$ cat config.mk
export PLATFORM = sky130hd
export DESIGN_NAME = posted_cas_sched
export DESIGN_NICKNAME = d
export VERILOG_FILES = /design/src/rtl/psc_pkg.sv /design/src/rtl/psc_mode_reg.sv /design/src/rtl/psc_hold_pipe.sv /design/src/rtl/psc_trcd_track.sv /design/src/rtl/posted_cas_sched.sv
export SDC_FILE = /design/constraint.sdc
export NUM_CORES = 1
export LEC_CHECK = 0
export ABC_CLOCK_PERIOD_IN_PS = 3250
export BUFFER_PORTS_ARGS = -buffer_cell sky130_fd_sc_hd__clkbuf_2
export CAP_MARGIN = 20
export CORE_UTILIZATION = 40
export CTS_CLUSTER_SIZE = 12
export DETAILED_ROUTE_END_ITERATION = 10
export PLACE_DENSITY = 0.69
export SLEW_MARGIN = 20
export SYNTH_ARGS = -nofsm -noshare
export SYNTH_HDL_FRONTEND = slang
export SYNTH_SLANG_ARGS = --single-unit
$ cat constraint.sdc
create_clock -name clk -period 3.25 [get_ports clk]
set_input_delay 0.325 -clock clk [delete_from_list [all_inputs] [get_ports clk]]
set_output_delay 0.325 -clock clk [all_outputs]
set_load 0.02 [all_outputs]
$ cat src/rtl/psc_pkg.sv
package psc_pkg;
  typedef enum logic [1:0] {
    OP_NOP = 2'b00,
    OP_ACT = 2'b01,
    OP_RD  = 2'b10,
    OP_WR  = 2'b11
  } op_t;

  typedef struct packed {
    logic vld;
    logic wr;
  } slot_t;
endpackage

$ cat src/rtl/psc_mode_reg.sv
module psc_mode_reg #(
  parameter int AL_W   = 3,
  parameter int CL_W   = 3,
  parameter int AL_MAX = 4,
  parameter int CL_MIN = 3,
  parameter int CL_MAX = 5
) (
  input  logic            clk,
  input  logic            rst,
  input  logic            we,
  input  logic [AL_W-1:0] al_in,
  input  logic [CL_W-1:0] cl_in,
  input  logic            idle,
  output logic [AL_W-1:0] al_q,
  output logic [CL_W-1:0] cl_q
);
  logic in_range;

  always_comb begin
    in_range = (al_in <= AL_W'(AL_MAX)) &&
               (cl_in >= CL_W'(CL_MIN)) &&
               (cl_in <= CL_W'(CL_MAX));
  end

  always_ff @(posedge clk) begin
    if (rst) begin
      al_q <= '0;
      cl_q <= CL_W'(CL_MIN);
    end else if (we && in_range && idle) begin
      al_q <= al_in;
      cl_q <= cl_in;
    end
  end
endmodule

$ cat src/rtl/psc_hold_pipe.sv
module psc_hold_pipe #(
  parameter int DEPTH  = 12,
  parameter int BANK_W = 2
) (
  input  logic                         clk,
  input  logic                         rst,
  input  logic                         in_vld,
  input  logic                         in_wr,
  input  logic [BANK_W-1:0]            in_bank,
  output logic [DEPTH:0]               tap_vld,
  output logic [DEPTH:0]               tap_wr,
  output logic [DEPTH:0][BANK_W-1:0]   tap_bank,
  output logic                         busy
);
  psc_pkg::slot_t [DEPTH-1:0]          stg;
  logic [DEPTH-1:0][BANK_W-1:0]        stg_bank;

  // Valid/kind bits carry reset; bank field is pure shift (SRL friendly).
  always_ff @(posedge clk) begin
    if (rst) begin
      stg <= '0;
    end else begin
      stg[0] <= '{vld: in_vld, wr: in_wr & in_vld};
      for (int i = 1; i < DEPTH; i++) stg[i] <= stg[i-1];
    end
  end

  always_ff @(posedge clk) begin
    stg_bank[0] <= in_bank;
    for (int i = 1; i < DEPTH; i++) stg_bank[i] <= stg_bank[i-1];
  end

  // Tap 0 is the incoming command, tap k is the command accepted k edges ago.
  assign tap_vld[0]  = in_vld;
  assign tap_wr[0]   = in_wr & in_vld;
  assign tap_bank[0] = in_bank;

  genvar g;
  generate
    for (g = 1; g <= DEPTH; g++) begin : g_tap
      assign tap_vld[g]  = stg[g-1].vld;
      assign tap_wr[g]   = stg[g-1].wr;
      assign tap_bank[g] = stg_bank[g-1];
    end
  endgenerate

  always_comb begin
    busy = 1'b0;
    for (int i = 0; i < DEPTH; i++) busy = busy | stg[i].vld;
  end
endmodule

$ cat src/rtl/psc_trcd_track.sv
module psc_trcd_track #(
  parameter int BANK_W = 2,
  parameter int TRCD   = 3
) (
  input  logic              clk,
  input  logic              rst,
  input  logic              act,
  input  logic [BANK_W-1:0] act_bank,
  input  logic [BANK_W-1:0] chk_bank,
  output logic              early
);
  localparam int BANKS = 2 ** BANK_W;
  localparam int CNT_W = (TRCD > 1) ? $clog2(TRCD) : 1;

  logic [BANKS-1:0][CNT_W-1:0] remain;

  genvar g;
  generate
    for (g = 0; g < BANKS; g++) begin : g_bank
      always_ff @(posedge clk) begin
        if (rst) begin
          remain[g] <= '0;
        end else if (act && (act_bank == BANK_W'(g))) begin
          remain[g] <= CNT_W'(TRCD - 1);
        end else if (remain[g] != '0) begin
          remain[g] <= remain[g] - 1'b1;
        end
      end
    end
  endgenerate

  always_comb begin
    early = (remain[chk_bank] != '0) || (act && (act_bank == chk_bank));
  end
endmodule

$ cat src/rtl/posted_cas_sched.sv
module posted_cas_sched #(
  parameter int AL_MAX = 4,
  parameter int CL_MIN = 3,
  parameter int CL_MAX = 5,
  parameter int BURST  = 4,
  parameter int TRCD   = 3,
  parameter int BANK_W = 2,
  localparam int AL_W  = $clog2(AL_MAX + 1),
  localparam int CL_W  = $clog2(CL_MAX + 1)
) (
  input  logic              clk,
  input  logic              rst,
  input  logic [1:0]        cmd_op,
  input  logic [BANK_W-1:0] cmd_bank,
  input  logic              mr_we,
  input  logic [AL_W-1:0]   mr_al,
  input  logic [CL_W-1:0]   mr_cl,
  output logic              col_valid,
  output logic              col_write,
  output logic [BANK_W-1:0] col_bank,
  output logic              trcd_viol,
  output logic              rd_beat,
  output logic              wr_beat,
  output logic [AL_W-1:0]   al_cur,
  output logic [CL_W-1:0]   cl_cur
);
  import psc_pkg::*;

  localparam int DEPTH = AL_MAX + CL_MAX + BURST - 1;
  localparam int IDX_W = $clog2(DEPTH + BURST + 1);

  op_t                       op;
  logic                      is_col, is_act, busy, early;
  logic [DEPTH:0]            tap_vld, tap_wr;
  logic [DEPTH:0][BANK_W-1:0] tap_bank;
  logic [IDX_W-1:0]          al_idx, rl_idx, wl_idx, ri, wi;
  logic                      iss_vld, iss_wr, rd_hit, wr_hit;
  logic [BANK_W-1:0]         iss_bank;

  assign op     = op_t'(cmd_op);
  assign is_col = (op == OP_RD) || (op == OP_WR);
  assign is_act = (op == OP_ACT);

  psc_mode_reg #(
    .AL_W(AL_W), .CL_W(CL_W), .AL_MAX(AL_MAX), .CL_MIN(CL_MIN), .CL_MAX(CL_MAX)
  ) u_mode (
    .clk(clk), .rst(rst), .we(mr_we), .al_in(mr_al), .cl_in(mr_cl),
    .idle(~busy & ~is_col), .al_q(al_cur), .cl_q(cl_cur)
  );

  psc_hold_pipe #(.DEPTH(DEPTH), .BANK_W(BANK_W)) u_pipe (
    .clk(clk), .rst(rst), .in_vld(is_col), .in_wr(op == OP_WR),
    .in_bank(cmd_bank), .tap_vld(tap_vld), .tap_wr(tap_wr),
    .tap_bank(tap_bank), .busy(busy)
  );

  // Latency taps from the mode in force.
  always_comb begin
    al_idx = IDX_W'(al_cur);
    rl_idx = IDX_W'(al_cur) + IDX_W'(cl_cur);
    wl_idx = rl_idx - 1'b1;
  end

  always_comb begin
    iss_vld  = tap_vld[al_idx];
    iss_wr   = tap_wr[al_idx];
    iss_bank = tap_bank[al_idx];
  end

  psc_trcd_track #(.BANK_W(BANK_W), .TRCD(TRCD)) u_trcd (
    .clk(clk), .rst(rst), .act(is_act), .act_bank(cmd_bank),
    .chk_bank(iss_bank), .early(early)
  );

  // Burst strobes: OR of every command whose beat window covers this edge.
  always_comb begin
    rd_hit = 1'b0;
    wr_hit = 1'b0;
    ri     = '0;
    wi     = '0;
    for (int b = 0; b < BURST; b++) begin
      ri = rl_idx + IDX_W'(b);
      wi = wl_idx + IDX_W'(b);
      if (int'(ri) <= DEPTH) rd_hit = rd_hit | (tap_vld[ri] & ~tap_wr[ri]);
      if (int'(wi) <= DEPTH) wr_hit = wr_hit | (tap_vld[wi] & tap_wr[wi]);
    end
  end

  always_ff @(posedge clk) begin
    if (rst) begin
      col_valid <= 1'b0;
      col_write <= 1'b0;
      col_bank  <= '0;
      trcd_viol <= 1'b0;
      rd_beat   <= 1'b0;
      wr_beat   <= 1'b0;
    end else begin
      col_valid <= iss_vld;
      col_write <= iss_vld & iss_wr;
      col_bank  <= iss_bank;
      trcd_viol <= iss_vld & early;
      rd_beat   <= rd_hit;
      wr_beat   <= wr_hit;
    end
  end
endmodule

### Yosys cells after proc, flatten, opt, wreduce, memory -nomap -nowiden

Cells that the tools add are included.

* output and inout bits: 13
* bits of input ports: 13
* register bits after elaboration: 59

* add/sub/neg operators: 12
* multiplexer cells: 56
* bitwise operators: 35
* $lt $le $gt $ge: 21
* eq/ne operators: 7
* reduce and logical (&&, ||, !) cells: 25

Operators with widths (number)
* binary-select mux 1 bit (select 4 bit): 16
* <= comparator 5 x 4 -> 1 bit, second input constant: 7
* < comparator 5 bit, second input constant: 7
* 2-to-1 mux 1 bit: 26
* 2-to-1 mux 2 bit: 10
* nonzero test 2 bit: 9
* bitwise OR 1 bit: 17
* bitwise AND 1 bit: 12
* adder 4 x 2 -> 5 bit, second input constant: 2
* adder 5 x 2 -> 5 bit, second input constant: 2
* logical AND 1 bit: 9
* == test 2 bit, second input constant: 4
* OR reduction 2 bit: 4
* subtractor 2 x 1 -> 2 bit, second input constant: 4
* binary-select mux 1 bit (select 3 bit): 2
* binary-select mux 2 bit (select 3 bit): 1
* <= comparator 3 bit, second input constant: 2
* NOT 1 bit: 6
* adder 4 x 1 -> 5 bit, second input constant: 1
* adder 5 x 1 -> 5 bit, second input constant: 1
* < comparator 3 x 5 -> 1 bit, second input constant: 1
* < comparator 4 x 5 -> 1 bit, second input constant: 1
* subtractor 4 x 1 -> 5 bit, second input constant: 1
* adder 3 x 3 -> 4 bit: 1
* 8 further kinds: 10

### Depth between registers and ports, before layout

Gate-level depths: netlist (run 1).

* depth after elaboration: 14
* mapped depth: 15

### Cells and area by module

From an unflattened synthesis (run 1), not the netlist that was laid out.

* cells, all modules: 398
* area, all modules: 4105.2 µm²

By module, submodules not included
* posted_cas_sched: sequential area each 140.1 µm², area an instance 2277.2 µm², times used 1, cells an instance 247
* psc_hold_pipe: sequential area each 960.9 µm², area an instance 1181.1 µm², times used 1, cells an instance 82
* psc_trcd_track: sequential area each 160.2 µm², area an instance 337.8 µm², times used 1, cells an instance 36
* psc_mode_reg: sequential area each 120.1 µm², area an instance 309.0 µm², times used 1, cells an instance 33

### Worst setup path before layout (run 1)

No wires, ideal clock.

* path kind: reg2reg
* start: reg u_mode.al_q[0]
* end: reg wr_beat
* path buffers: 1
* required time: 3119 ps
* path slack: -156 ps
* setup time: 131 ps
* data arrival time: 3275 ps
* cell stages (with the launch flop): 14
* period minus slack after synthesis: 3406 ps
* cells stage by stage: dfxtp_1 > ha_1 > fa_1 > inv_1 > ha_1 > clkbuf_1 > xnor2_1 > inv_1 > ha_1 > nor2b_1 > xnor3_1 > mux2i_1 > a32oi_1 > nand4_1

* cells in the longest elaborated chain, start to end: 12
* elaborated cells on any way between the ends: 36
* those cells by class: 5 x add/sub; 4 x order compare; 20 x mux; 7 x bitwise

Ends and longest elaborated chain
* from (decl): line psc_mode_reg.sv:14 `output logic [AL_W-1:0] al_q,`
* from (signal assigned): line psc_mode_reg.sv:30 `al_q <= al_in;`
* adder 3 x 3 -> 4 bit (*): line posted_cas_sched.sv:60 `rl_idx = IDX_W'(al_cur) + IDX_W'(cl_cur);`
* subtractor 4 x 1 -> 5 bit (*): line posted_cas_sched.sv:61 `wl_idx = rl_idx - 1'b1;`
* adder 5 x 1 -> 5 bit / binary-select mux 1 bit (select 4 bit) (equally long branches): line posted_cas_sched.sv:83, posted_cas_sched.sv:85
* binary-select mux 1 bit (select 4 bit) / 2-to-1 mux 1 bit (equally long branches): line posted_cas_sched.sv:85 `if (int'(wi) <= DEPTH) wr_hit = wr_hit | (tap_vld[wi] & tap_wr[wi]);`
* 2-to-1 mux 1 bit (implied by the code) / bitwise AND 1 bit (equally long branches): line posted_cas_sched.sv:85
* bitwise AND 1 bit / 2-to-1 mux 1 bit (equally long branches): line posted_cas_sched.sv:85
* bitwise OR 1 bit: line posted_cas_sched.sv:85
* 2-to-1 mux 1 bit: line posted_cas_sched.sv:85
* bitwise OR 1 bit: line posted_cas_sched.sv:85
* 2-to-1 mux 1 bit: line posted_cas_sched.sv:85
* bitwise OR 1 bit: line posted_cas_sched.sv:85
* 2-to-1 mux 1 bit (*): line posted_cas_sched.sv:85
* to (signal assigned): line posted_cas_sched.sv:103 `wr_beat <= wr_hit;`
* to (decl): line posted_cas_sched.sv:23 `output logic wr_beat,`

Every way passes the cells marked *; elsewhere a longest branch is shown, timed or not. The select of a mux whose other input is x is not followed.
A chain may end at the register's enable or synchronous reset.

### Worst setup path in the final report (run 1)

* start: reg u_mode.cl_q[0]
* end: reg wr_beat

* cells in the longest elaborated chain, start to end: 12
* elaborated cells on any way between the ends: 36
* those cells by class: 5 x add/sub; 4 x order compare; 20 x mux; 7 x bitwise

Ends and longest elaborated chain
* from (decl): line psc_mode_reg.sv:15 `output logic [CL_W-1:0] cl_q`
* from (signal assigned): line psc_mode_reg.sv:28 `cl_q <= CL_W'(CL_MIN);`
* from (signal assigned): line psc_mode_reg.sv:31 `cl_q <= cl_in;`
* adder 3 x 3 -> 4 bit (*): line posted_cas_sched.sv:60
* subtractor 4 x 1 -> 5 bit (*): line posted_cas_sched.sv:61
* adder 5 x 1 -> 5 bit / binary-select mux 1 bit (select 4 bit) (equally long branches): line posted_cas_sched.sv:83, posted_cas_sched.sv:85
* binary-select mux 1 bit (select 4 bit) / 2-to-1 mux 1 bit (equally long branches): line posted_cas_sched.sv:85
* 2-to-1 mux 1 bit (implied by the code) / bitwise AND 1 bit (equally long branches): line posted_cas_sched.sv:85
* bitwise AND 1 bit / 2-to-1 mux 1 bit (equally long branches): line posted_cas_sched.sv:85
* bitwise OR 1 bit: line posted_cas_sched.sv:85
* 2-to-1 mux 1 bit: line posted_cas_sched.sv:85
* bitwise OR 1 bit: line posted_cas_sched.sv:85
* 2-to-1 mux 1 bit: line posted_cas_sched.sv:85
* bitwise OR 1 bit: line posted_cas_sched.sv:85
* 2-to-1 mux 1 bit (*): line posted_cas_sched.sv:85

Marked as above.

==> impl_metrics.tcl, run 1 <==
set metrics [dict create \
    num-nets-final 427 \
    power.share.sequential 0.435 \
    status "finished with violations" \
    tritoncts "yes" \
    setup-violations-final 0 \
    cts.repair_timing.setup_buffer_count 0 \
    min_period_ps 3010 \
    worstMarginPinSlew_ps 733 \
    routed_wire_length_per_instance_microns 17.8 \
    total_power_mw 1.75 \
    synth_compound_gate_area_share 0.136 \
    area_fraction_in_and_or_nand_and_nor_cells_after_synthesis 0.200 \
    fp-row-count 34 \
    min_path_type "input pin to register" \
    detail_route.vias_per_cell 5.84 \
    num_vias 2973 \
    cts-hold-fix-buffers 0 \
    final_max_slew_viol_count 0 \
    reg_to_reg_end "wr_beat" \
    die_x_microns 97.8 \
    p_per_area_mw_per_mm2 421 \
    synth_top_family_by_area "simple AND/OR/NAND/NOR gates" \
    ys_types 63 \
    synth.top_cell.area_share 0.322 \
    r2r-start "u_mode.cl_q[0]" \
    detail_route.first_pass.iterations 8 \
    design.portCount 26 \
    switching_share 0.267 \
    timing.final.crit_share 0.927 \
    achievable-frequency_mhz 332 \
    hold_end "u_pipe.tap_bank[3]" \
    setup_tns_ps 0 \
    insertion_delay_ps 350 \
    setup.worst_path.end_class "register" \
    drt_wl_total_microns 9050 \
    postSynthCellCount 369 \
    grt_setup_unrepaired "false" \
    fillers 833 \
    max_cap_viol_count 0 \
    switchingPower_uw 467 \
    synth-adder-area-share 0.0634 \
    syn_area_per_cell_sq_um 9.95 \
    antenna-diode-count 0 \
    place_hpwl_microns 6620 \
    dr.first_iter.drc_count 212 \
    synth_warnings 0 \
    synth.ff_latch_count 59 \
    layout-drive-gt1-share 0.204 \
    power_frac_clock 0.438 \
    critical_path_cell_by_cell "ha_1 -> fa_2 -> inv_1 -> ha_1 -> xnor2_2 -> inv_1 -> ha_1 -> nor2b_1 -> xnor3_1 -> mux2i_1 -> a32oi_1 -> nand4_1" \
    grt_pass1_wl_microns 14900 \
    start_kind "register" \
    gpl.final_weighted_congestion 0.932 \
    critPathLaunch "u_mode.cl_q[0]" \
    grt_max_degree 45 \
    asyncSetResetFlopFracSynth 0 \
    ff2ff_setup_slack_ps 240 \
    post-synth-top-area-cell "sky130_fd_sc_hd__dfxtp_1" \
    mappedNetlistNets 400 \
    violations "design-rule violations" \
    critical_path_peak_fanout 6 \
    synth_sequential_area_ratio 0.322 \
    count_of_instances_resized_after_the_clock_tree_is_built 0 \
    power.share.combinational 0.128 \
    remaining_drc_errors 8 \
    post_synth_xor_area_fraction 0.0443 \
    internal_power_mw 1.28 \
    cts_htree_levels 3 \
    critical_path.slowest_cell "sky130_fd_sc_hd__fa_2" \
    worst_r2r_path_depth 12 \
    start_util 0.417 \
    most-common-layout-cells "sky130_fd_sc_hd__dfxtp_1 (59), sky130_fd_sc_hd__nor2_1 (31), sky130_fd_sc_hd__clkbuf_2 (25), sky130_fd_sc_hd__nor2b_1 (24), sky130_fd_sc_hd__nand2_1 (20)" \
    cp_data_required_time_ps 3470 \
    crit_arrival_ps 3230 \
    dominantRegCellSynth "sky130_fd_sc_hd__dfxtp_1" \
    grt_antenna_before_repair 0 \
    overall_overflow_remaining_after_global_route 0 \
    area_growth_pct 13.1 \
    drtAntennaViolNets 0 \
    multiplexer_share_of_the_synthesized_area 0.186 \
    die_area_sq_mm 0.00956 \
    max_stage_delay_ps 590 \
    coreArea_sq_mm 0.00881 \
    source_of_the_worst_hold_timing_path "cmd_bank[1]" \
    cts_sink_count 59 \
    timing.max_slew.rel_slack 0.509 \
    synth-edff-count 0 \
    fp.dieH_microns 97.8 \
    worst_path_most_repeated_cell "sky130_fd_sc_hd__ha_1" \
    finalHoldViolCount 0 \
    most_common_cell_after_layout_fill_and_taps_aside "sky130_fd_sc_hd__dfxtp_1" \
    leakage_nw 1.64 \
    port_buffers 25 \
    vias_in_the_first_global_route 2894 \
    tritoncts.num_buffers 9 \
    clock-skew-final_ps 9.23 \
    clk_path_buf_depth 2 \
    critical_path_class "register to register" \
    min_delay_path_depth 1 \
    peakVddDrop_v 0.000206 \
    clock_transition_time_at_the_flip_flop_clock_pins_of_the_worst_setup_and_hold_paths_ps 80 \
    clock_tree.root_cell "sky130_fd_sc_hd__clkbuf_8" \
    netlist_area_sq_mm 0.00367 \
    synth.top_cells.by_area "sky130_fd_sc_hd__dfxtp_1 (32%), sky130_fd_sc_hd__mux4_2 (9.8%), sky130_fd_sc_hd__ha_1 (5.8%)" \
    total_grt_usage 0.202 \
]
## layer usage
metal / vias up / GRT usage / routed length [microns]
met5: - / 0 / 0
met4: 0 / 0.0944 / 261
met3: 22 / 0.0336 / 418
met2: 90 / 0.322 / 4070
met1: 1440 / 0.269 / 4310
li1: 1421 / - / -
## cell families (layout without fill, tap and decap cells)
| family | Yosys count | count (layout) |
|---|---|---|
| xor gates and xnor gates | 13 | 13 |
| DFF | 59 | 59 |
| buffers and inverters | 37 | 69 |
| muxes | 37 | 37 |
| and+or+nand+nor | 135 | 135 |
| adders and majority gates | 18 | 18 |
| AOI/OAI and AO/OA | 70 | 70 |
## worst max path at each step
stage                     endpoint  slack [ps]  cells after the start
after floorplan            wr_beat           8                     13
after global placement     wr_beat         420                     12
after detailed placement   wr_beat         280                     12
after CTS                  wr_beat         250                     12
after global routing       wr_beat          60                     12
final                      wr_beat         240                     12
## layout make-up
class | instances | area (sq um) | area share
Tap cell | 108 | 135 | 0.0325
Clock buffer | 9 | 124 | 0.0298
Inverter | 16 | 60.1 | 0.0145
Multi-Input combinational cell | 273 | 2320 | 0.560
Sequential cell | 59 | 1180 | 0.284
Timing Repair Buffer | 37 | 228 | 0.0548
Clock inverter | 7 | 101 | 0.0244
## metrics by stage
stage	setup WS, ps	cells	util	instance area (sq um)	hold slack [ps]
after global placement	416	493	0.446	3930	327
after floorplan	8.15	369	-	3680	323
final	238	509	0.472	4150	199
after CTS	253	509	0.472	4150	183
after detailed placement	276	493	0.446	3930	330
after global routing	57.2	509	0.472	4150	204
## power groups by stage
| stage | Sequential [mW] | Clock (mW) | Combinational (mW) |
|---|---|---|---|
| after detailed placement | 0.776 | 0 | 0.221 |
| after global placement | 0.775 | 0 | 0.219 |
| final | 0.760 | 0.765 | 0.223 |
| after CTS | 0.759 | 0.779 | 0.222 |
| after global routing | 0.762 | 0.814 | 0.242 |
| after floorplan | 0.782 | 0 | 0.150 |
## cell usage after synthesis, drive strengths merged (3+ instances only)
library cell  number
a32oi              4
nor3               5
nand3             13
nor3b              9
ha                17
nor2              31
nand2             20
a21oi             12
inv               16
o21ai             12
o2111ai            3
mux2i             15
mux4              22
a21o               4
nand2b             6
a31oi              6
dfxtp             59
and2               5
buf               13
a211oi             4
nor4b              5
nor2b             24
o211ai             4
clkbuf             8
nand4              5
nor4               3
xnor2              8
and3               3
xnor3              3
o22ai              3
## worst max-delay path: cells and delay by family (launching register included)
family / cells / cell delay (ps)
xor+xnor: 2 / 420
simple gates: 2 / 260
mux: 1 / 140
fa+ha+maj: 4 / 1290
compound gates: 1 / 210
flops: 1 / 330
buf+inv: 2 / 210
## state kept, by name, indices dropped and copies added (netlist names)
name	count
col_write	1
col_valid	1
u_mode.cl_q	3
u_pipe.tap_vld	12
u_mode.al_q	3
wr_beat	1
rd_beat	1
u_pipe.tap_wr	12
col_bank	2
u_trcd.remain	8
u_pipe.tap_bank	14
trcd_viol	1
Power figures use the tool's default switching activity.
==> run 2, diff against run 1 <==
Settings changed: ABC_AREA set to 1, ABC_CLOCK_PERIOD_IN_PS 3250 to 2650.
Clock period 3.25 ns to 2.65 ns, I/O delays scaled along.
==> impl_metrics.tcl, run 2 <==
set metrics [dict create \
    status "complete, no violations" \
    placedInstanceArea_sq_mm 0.00431 \
    synth.top_cells.by_area "sky130_fd_sc_hd__dfxtp_1 (30%), sky130_fd_sc_hd__nand2_1 (20%), sky130_fd_sc_hd__nand3_1 (11%)" \
    worst_r2r_path_depth 17 \
    most_common_cell_after_layout_fill_and_taps_aside "sky130_fd_sc_hd__nand2_1" \
    leakage_nw 2.26 \
    coreArea_sq_mm 0.00937 \
    overall_overflow_remaining_after_global_route 0 \
    cp_data_required_time_ps 2910 \
    ys_types 32 \
    fillers 1002 \
    achievable-frequency_mhz 389 \
    timing.max_slew.rel_slack 0.725 \
    design.portCount 26 \
    dr.first_iter.drc_count 345 \
    port_buffers 25 \
    synth_warnings 0 \
    start_util 0.417 \
    postSynthCellCount 634 \
    cts-hold-fix-buffers 0 \
    die_area_sq_mm 0.0102 \
    insertion_delay_ps 360 \
    peakVddDrop_v 0.000318 \
    clk_path_buf_depth 2 \
    crit_arrival_ps 2830 \
    post-synth-top-area-cell "sky130_fd_sc_hd__dfxtp_1" \
    gpl.final_weighted_congestion 0.952 \
    min_path_type "input pin to register" \
    area_growth_pct 18.3 \
    synth_sequential_area_ratio 0.302 \
    grt_pass1_wl_microns 18800 \
    num-nets-final 709 \
    drtAntennaViolNets 0 \
    synth_most_common_cell "sky130_fd_sc_hd__nand2_1" \
    dominantRegCellSynth "sky130_fd_sc_hd__dfxtp_1" \
    clock_transition_time_at_the_flip_flop_clock_pins_of_the_worst_setup_and_hold_paths_ps 80 \
    p_per_area_mw_per_mm2 535 \
    antenna-diode-count 0 \
    drt_wl_total_microns 11300 \
    max_cap_viol_count 0 \
    setup.worst_path.end_class "register" \
    layout-drive-gt1-share 0.168 \
    critical_path_peak_fanout 5 \
    global_route.usage.met1 0.313 \
    worstMarginPinSlew_ps 409 \
    cts_sink_count 59 \
    total_grt_usage 0.238 \
    critical_path_class "register to register" \
    synth-edff-count 0 \
    setup_tns_ps 0 \
    routed_wire_length_per_instance_microns 13.9 \
    vias_in_the_first_global_route 3963 \
    detail_route.first_pass.iterations 5 \
    fp.dieH_microns 101 \
    timing.final.crit_share 0.970 \
    finalHoldViolCount 0 \
    grt_max_degree 36 \
    groute.layer.met2.usage 0.379 \
    tritoncts "yes" \
    synth.ff_latch_count 59 \
    asyncSetResetFlopFracSynth 0 \
    most-common-layout-cells "sky130_fd_sc_hd__nand2_1 (201), sky130_fd_sc_hd__nand3_1 (81), sky130_fd_sc_hd__nor2_1 (74), sky130_fd_sc_hd__inv_1 (58), sky130_fd_sc_hd__dfxtp_1 (56)" \
    remaining_drc_errors 0 \
    setup-violations-final 0 \
    area.sequential_sq_mm 0.00119 \
    mappedNetlistNets 665 \
    detail_route.vias_per_cell 5.16 \
    synthTopCellsByCount "sky130_fd_sc_hd__nand2_1 (207), sky130_fd_sc_hd__nand3_1 (83), sky130_fd_sc_hd__nor2_1 (77)" \
    multiInputGateArea_sq_mm 0.00248 \
    clock-skew-final_ps 20.5 \
    fp-row-count 35 \
    syn_area_per_cell_sq_um 6.17 \
    num_vias 4192 \
    cts_htree_levels 3 \
    min_delay_path_depth 1 \
    grt.busiest_layer "met2" \
    grt_antenna_before_repair 0 \
    place_hpwl_microns 8390 \
    non_filler_cell_area_final_sq_mm 0.00463 \
    netlist_area_sq_mm 0.00391 \
    tritoncts.num_buffers 9 \
    min_period_ps 2570 \
    die_x_microns 101 \
    clock_tree.root_cell "sky130_fd_sc_hd__clkbuf_8" \
    grt.met3_usage 0.0534 \
    flip_flop_count_of_the_largest_register_all_copies_and_words_added 14 \
    start_kind "register" \
    final_max_slew_viol_count 0 \
    synth.top_cell.area_share 0.302 \
]
run 2: worst paths after layout:
path | startpoint | endpoint | slack (ps)
setup / recovery | u_mode.cl_q[0] | wr_beat | 80
hold / removal | cmd_bank[0] | u_pipe.tap_bank[2] | 90
setup reg to reg | u_mode.cl_q[0] | wr_beat | 80
hold reg to reg | u_pipe.tap_bank[2] | u_pipe.tap_bank[4] | 350
run 2: worst max-delay path, stage by stage, from the launching register on:
cell and delay, ps:
sky130_fd_sc_hd__dfxtp_4 360, sky130_fd_sc_hd__ha_4 160, sky130_fd_sc_hd__fa_2 460, sky130_fd_sc_hd__buf_6 150, sky130_fd_sc_hd__ha_4 300, sky130_fd_sc_hd__inv_4 50
sky130_fd_sc_hd__buf_6 130, sky130_fd_sc_hd__ha_4 160, sky130_fd_sc_hd__a21oi_4 180, sky130_fd_sc_hd__inv_2 50, sky130_fd_sc_hd__nand3_1 70, sky130_fd_sc_hd__nand2_1 60
sky130_fd_sc_hd__nand3_1 70, sky130_fd_sc_hd__nand2_1 50, sky130_fd_sc_hd__nand2_1 60, sky130_fd_sc_hd__nand3_1 80, sky130_fd_sc_hd__nand2_1 60, sky130_fd_sc_hd__inv_1 40
run 2: cell type report:
cell class                 count  area share
clock buffer                   9      0.0268
tap                          129      0.0349
timing repair buffer          54      0.0773
inverter                      67      0.0559
clock inverter                 7      0.0127
multi-input combinational    487       0.536
sequential                    59       0.256
run 2: power breakdown:
part / switching, mW / internal [mW] / total, mW / leakage, nW
logic: 0.470 / 0.276 / 0.746 / 1.69
clock network: 0.436 / 0.354 / 0.790 / 0.0887
registers: 0.0188 / 0.921 / 0.940 / 0.485
total: 0.925 / 1.55 / 2.48 / 2.26
run 2: cell families (layout without fill, tap and decap cells):
family          after synthesis  in the layout  share of synthesized area
simple gates                401            401                      0.440
buf+inv                      88            137                     0.0998
compound gates               64             64                     0.0895
flops                        59             59                      0.302
fa+ha+maj                    18             18                     0.0595
xor+xnor                      4              4                    0.00896
run 2: repair_timing:
item | 4_1_cts | 5_1_grt
setup buffers | 0 | 7
setup endpoints to repair | 0 | 2
resized for setup | 0 | 23
run 2: routing by layer:
metal  up-vias  share of wire
li1       2120              -
met1      1897           0.46
met2       150           0.45
met3        25          0.063
met4         0          0.025
met5         -              0
run 2: metrics by stage:
stage | hold WS (ps) | instances | power [mW] | worst slack (ps) | util
finish | 86.4 | 812 | 2.48 | 78.3 | 0.494
global route | 82.4 | 812 | 2.61 | -13.8 | 0.494
CTS | 74.9 | 805 | 2.43 | 7.07 | 0.479
detailed placement | 332 | 789 | 1.64 | 18.9 | 0.460
global placement | 327 | 789 | 1.64 | 82.2 | 0.460
floorplan | 293 | 634 | 1.45 | -50.1 | -
==> run 3, diff against run 2 <==
Settings changed: ABC_CLOCK_PERIOD_IN_PS 2650 to 2400, PLACE_DENSITY 0.69 to 0.67.
Clock period 2.65 ns to 2.4 ns, I/O delays scaled along.
==> impl_metrics.tcl, run 3 (same netlist as run 2, synthesis figures left out) <==
set metrics [dict create \
    grt_setup_unrepaired "true" \
    timing.max_slew.rel_slack 0.732 \
    setup_slack_ps -121 \
    tritoncts.num_buffers 9 \
    detail_route.first_pass.iterations 6 \
    setup-violations-final 2 \
    final_max_slew_viol_count 0 \
    violations "negative setup slack" \
    detail_route.vias_per_cell 5.22 \
    critical_path_class "register to register" \
    routed_wire_length_per_instance_microns 14.1 \
    num-nets-final 728 \
    grt_max_degree 36 \
    clk_path_buf_depth 2 \
    peakVddDrop_v 0.000378 \
    dr.first_iter.drc_count 432 \
    drt_wl_total_microns 11700 \
    cts_sink_count 59 \
    leakage_nw 2.36 \
    die_area_sq_mm 0.0102 \
    p_per_area_mw_per_mm2 584 \
    setup.worst_path.end_class "register" \
    fp.dieH_microns 101 \
    crit_arrival_ps 2770 \
    reg_to_reg_end "wr_beat" \
    drtAntennaViolNets 0 \
    ff2ff_setup_slack_ps -120 \
    num_vias 4335 \
    hold_end "u_pipe.tap_bank[3]" \
    flip_flop_count_of_the_largest_register_all_copies_and_words_added 14 \
    cp_data_required_time_ps 2650 \
    coreArea_sq_mm 0.00937 \
    total_grt_usage 0.243 \
    clock_transition_time_at_the_flip_flop_clock_pins_of_the_worst_setup_and_hold_paths_ps 80 \
    overall_overflow_remaining_after_global_route 0 \
    port_buffers 25 \
    min_path_type "input pin to register" \
    critical_path_peak_fanout 4 \
    die_x_microns 101 \
    status "finished with violations" \
    tritoncts "yes" \
    area_growth_pct 22.2 \
    start_util 0.417 \
    clock_tree.root_cell "sky130_fd_sc_hd__clkbuf_8" \
    max_cap_viol_count 0 \
    source_of_the_worst_hold_timing_path "cmd_bank[1]" \
    most_common_cell_after_layout_fill_and_taps_aside "sky130_fd_sc_hd__nand2_1" \
    total_power_mw 2.79 \
    grt_antenna_before_repair 0 \
    finalHoldViolCount 0 \
    design.portCount 26 \
    hold_ws_ps 69.0 \
    layout-drive-gt1-share 0.191 \
    cts_htree_levels 3 \
    min_delay_path_depth 1 \
    most-common-layout-cells "sky130_fd_sc_hd__nand2_1 (203), sky130_fd_sc_hd__nand3_1 (80), sky130_fd_sc_hd__nor2_1 (75), sky130_fd_sc_hd__inv_1 (57), sky130_fd_sc_hd__dfxtp_1 (56)" \
    fp-row-count 35 \
    fillers 985 \
    gpl.final_weighted_congestion 0.996 \
    vias_in_the_first_global_route 3971 \
    r2r-start "u_mode.cl_q[0]" \
    worst_r2r_path_depth 16 \
    achievable-frequency_mhz 397 \
    remaining_drc_errors 0 \
    timing.final.crit_share 1.05 \
    start_kind "register" \
    grt_pass1_wl_microns 19200 \
    min_period_ps 2520 \
    antenna-diode-count 0 \
    insertion_delay_ps 340 \
    place_hpwl_microns 8950 \
    worstMarginPinSlew_ps 402 \
    clock-skew-final_ps 10.6 \
    cts-hold-fix-buffers 0 \
]
## run 3: cell count changes in the layout (fill, tap and decap cells not counted), sizes merged
cell      delta
buf         +19
clkinv       +3
clkinvlp     -2
inv          -2
clkbuf       +1
## run 3: critical path: stages, from the launching register on
cell and delay (ps):
sky130_fd_sc_hd__dfxtp_4 350, sky130_fd_sc_hd__ha_4 160, sky130_fd_sc_hd__fa_2 480, sky130_fd_sc_hd__ha_4 320, sky130_fd_sc_hd__inv_2 60, sky130_fd_sc_hd__buf_4 150
sky130_fd_sc_hd__ha_2 170, sky130_fd_sc_hd__a21oi_2 170, sky130_fd_sc_hd__inv_1 70, sky130_fd_sc_hd__nand3_1 80, sky130_fd_sc_hd__nand2_1 60, sky130_fd_sc_hd__nand3_1 70
sky130_fd_sc_hd__nand2_1 50, sky130_fd_sc_hd__nand2_1 50, sky130_fd_sc_hd__nand3_1 70, sky130_fd_sc_hd__nand2_1 60, sky130_fd_sc_hd__inv_1 40
## run 3: metal layers
metal,global-route usage,up-vias,part of all wire
li1,-,2160,-
met5,0,-,0
met4,0.0814,0,0.020
met3,0.0402,20,0.067
met2,0.391,173,0.46
met1,0.330,1982,0.45
## run 3: per-stage QoR
stage	TNS [ps]	setup WS, ps	area, sq um	util	cells
2_1_floorplan	-382	-300	4000	-	634
3_3_place_gp	-203	-128	4480	0.478	810
3_5_place_dp	-302	-180	4480	0.478	810
4_1_cts	-165	-105	4730	0.504	829
5_1_grt	-511	-295	4780	0.510	831
6_report	-174	-121	4780	0.510	831
## run 3: repair_timing
item / in CTS / in global routing
resized for setup: 10 / 9
pin swaps: 7 / 2
buffers inserted: 3 / 2
setup endpoints to repair: 2 / 2
## run 3: worst max-delay path by stage
stage	startpoint	end	slack, ps	cells past startpoint
global route	u_mode.cl_q[0]	wr_beat	-300	17
global placement	u_mode.cl_q[0]	wr_beat	-130	17
CTS	u_mode.cl_q[0]	wr_beat	-110	16
finish	u_mode.cl_q[0]	wr_beat	-120	16
detailed placement	u_mode.cl_q[0]	wr_beat	-180	17
floorplan	u_mode.cl_q[0]	wr_beat	-300	20
## run 3: final cells by class
cell class / count / area (sq um) / share of cell area
timing repair buffer: 73 / 505 / 0.106
sequential: 59 / 1190 / 0.248
tap: 129 / 161 / 0.0338
clock buffer: 10 / 149 / 0.0312
inverter: 67 / 256 / 0.0537
clock inverter: 6 / 45.0 / 0.00942
multi-input combinational: 487 / 2470 / 0.518
## run 3: power breakdown
group	switching [mW]	internal (mW)	leakage (nW)
clock	0.452	0.445	0.102
sequential	0.0222	1.02	0.485
combinational	0.523	0.329	1.78
total	0.998	1.79	2.36
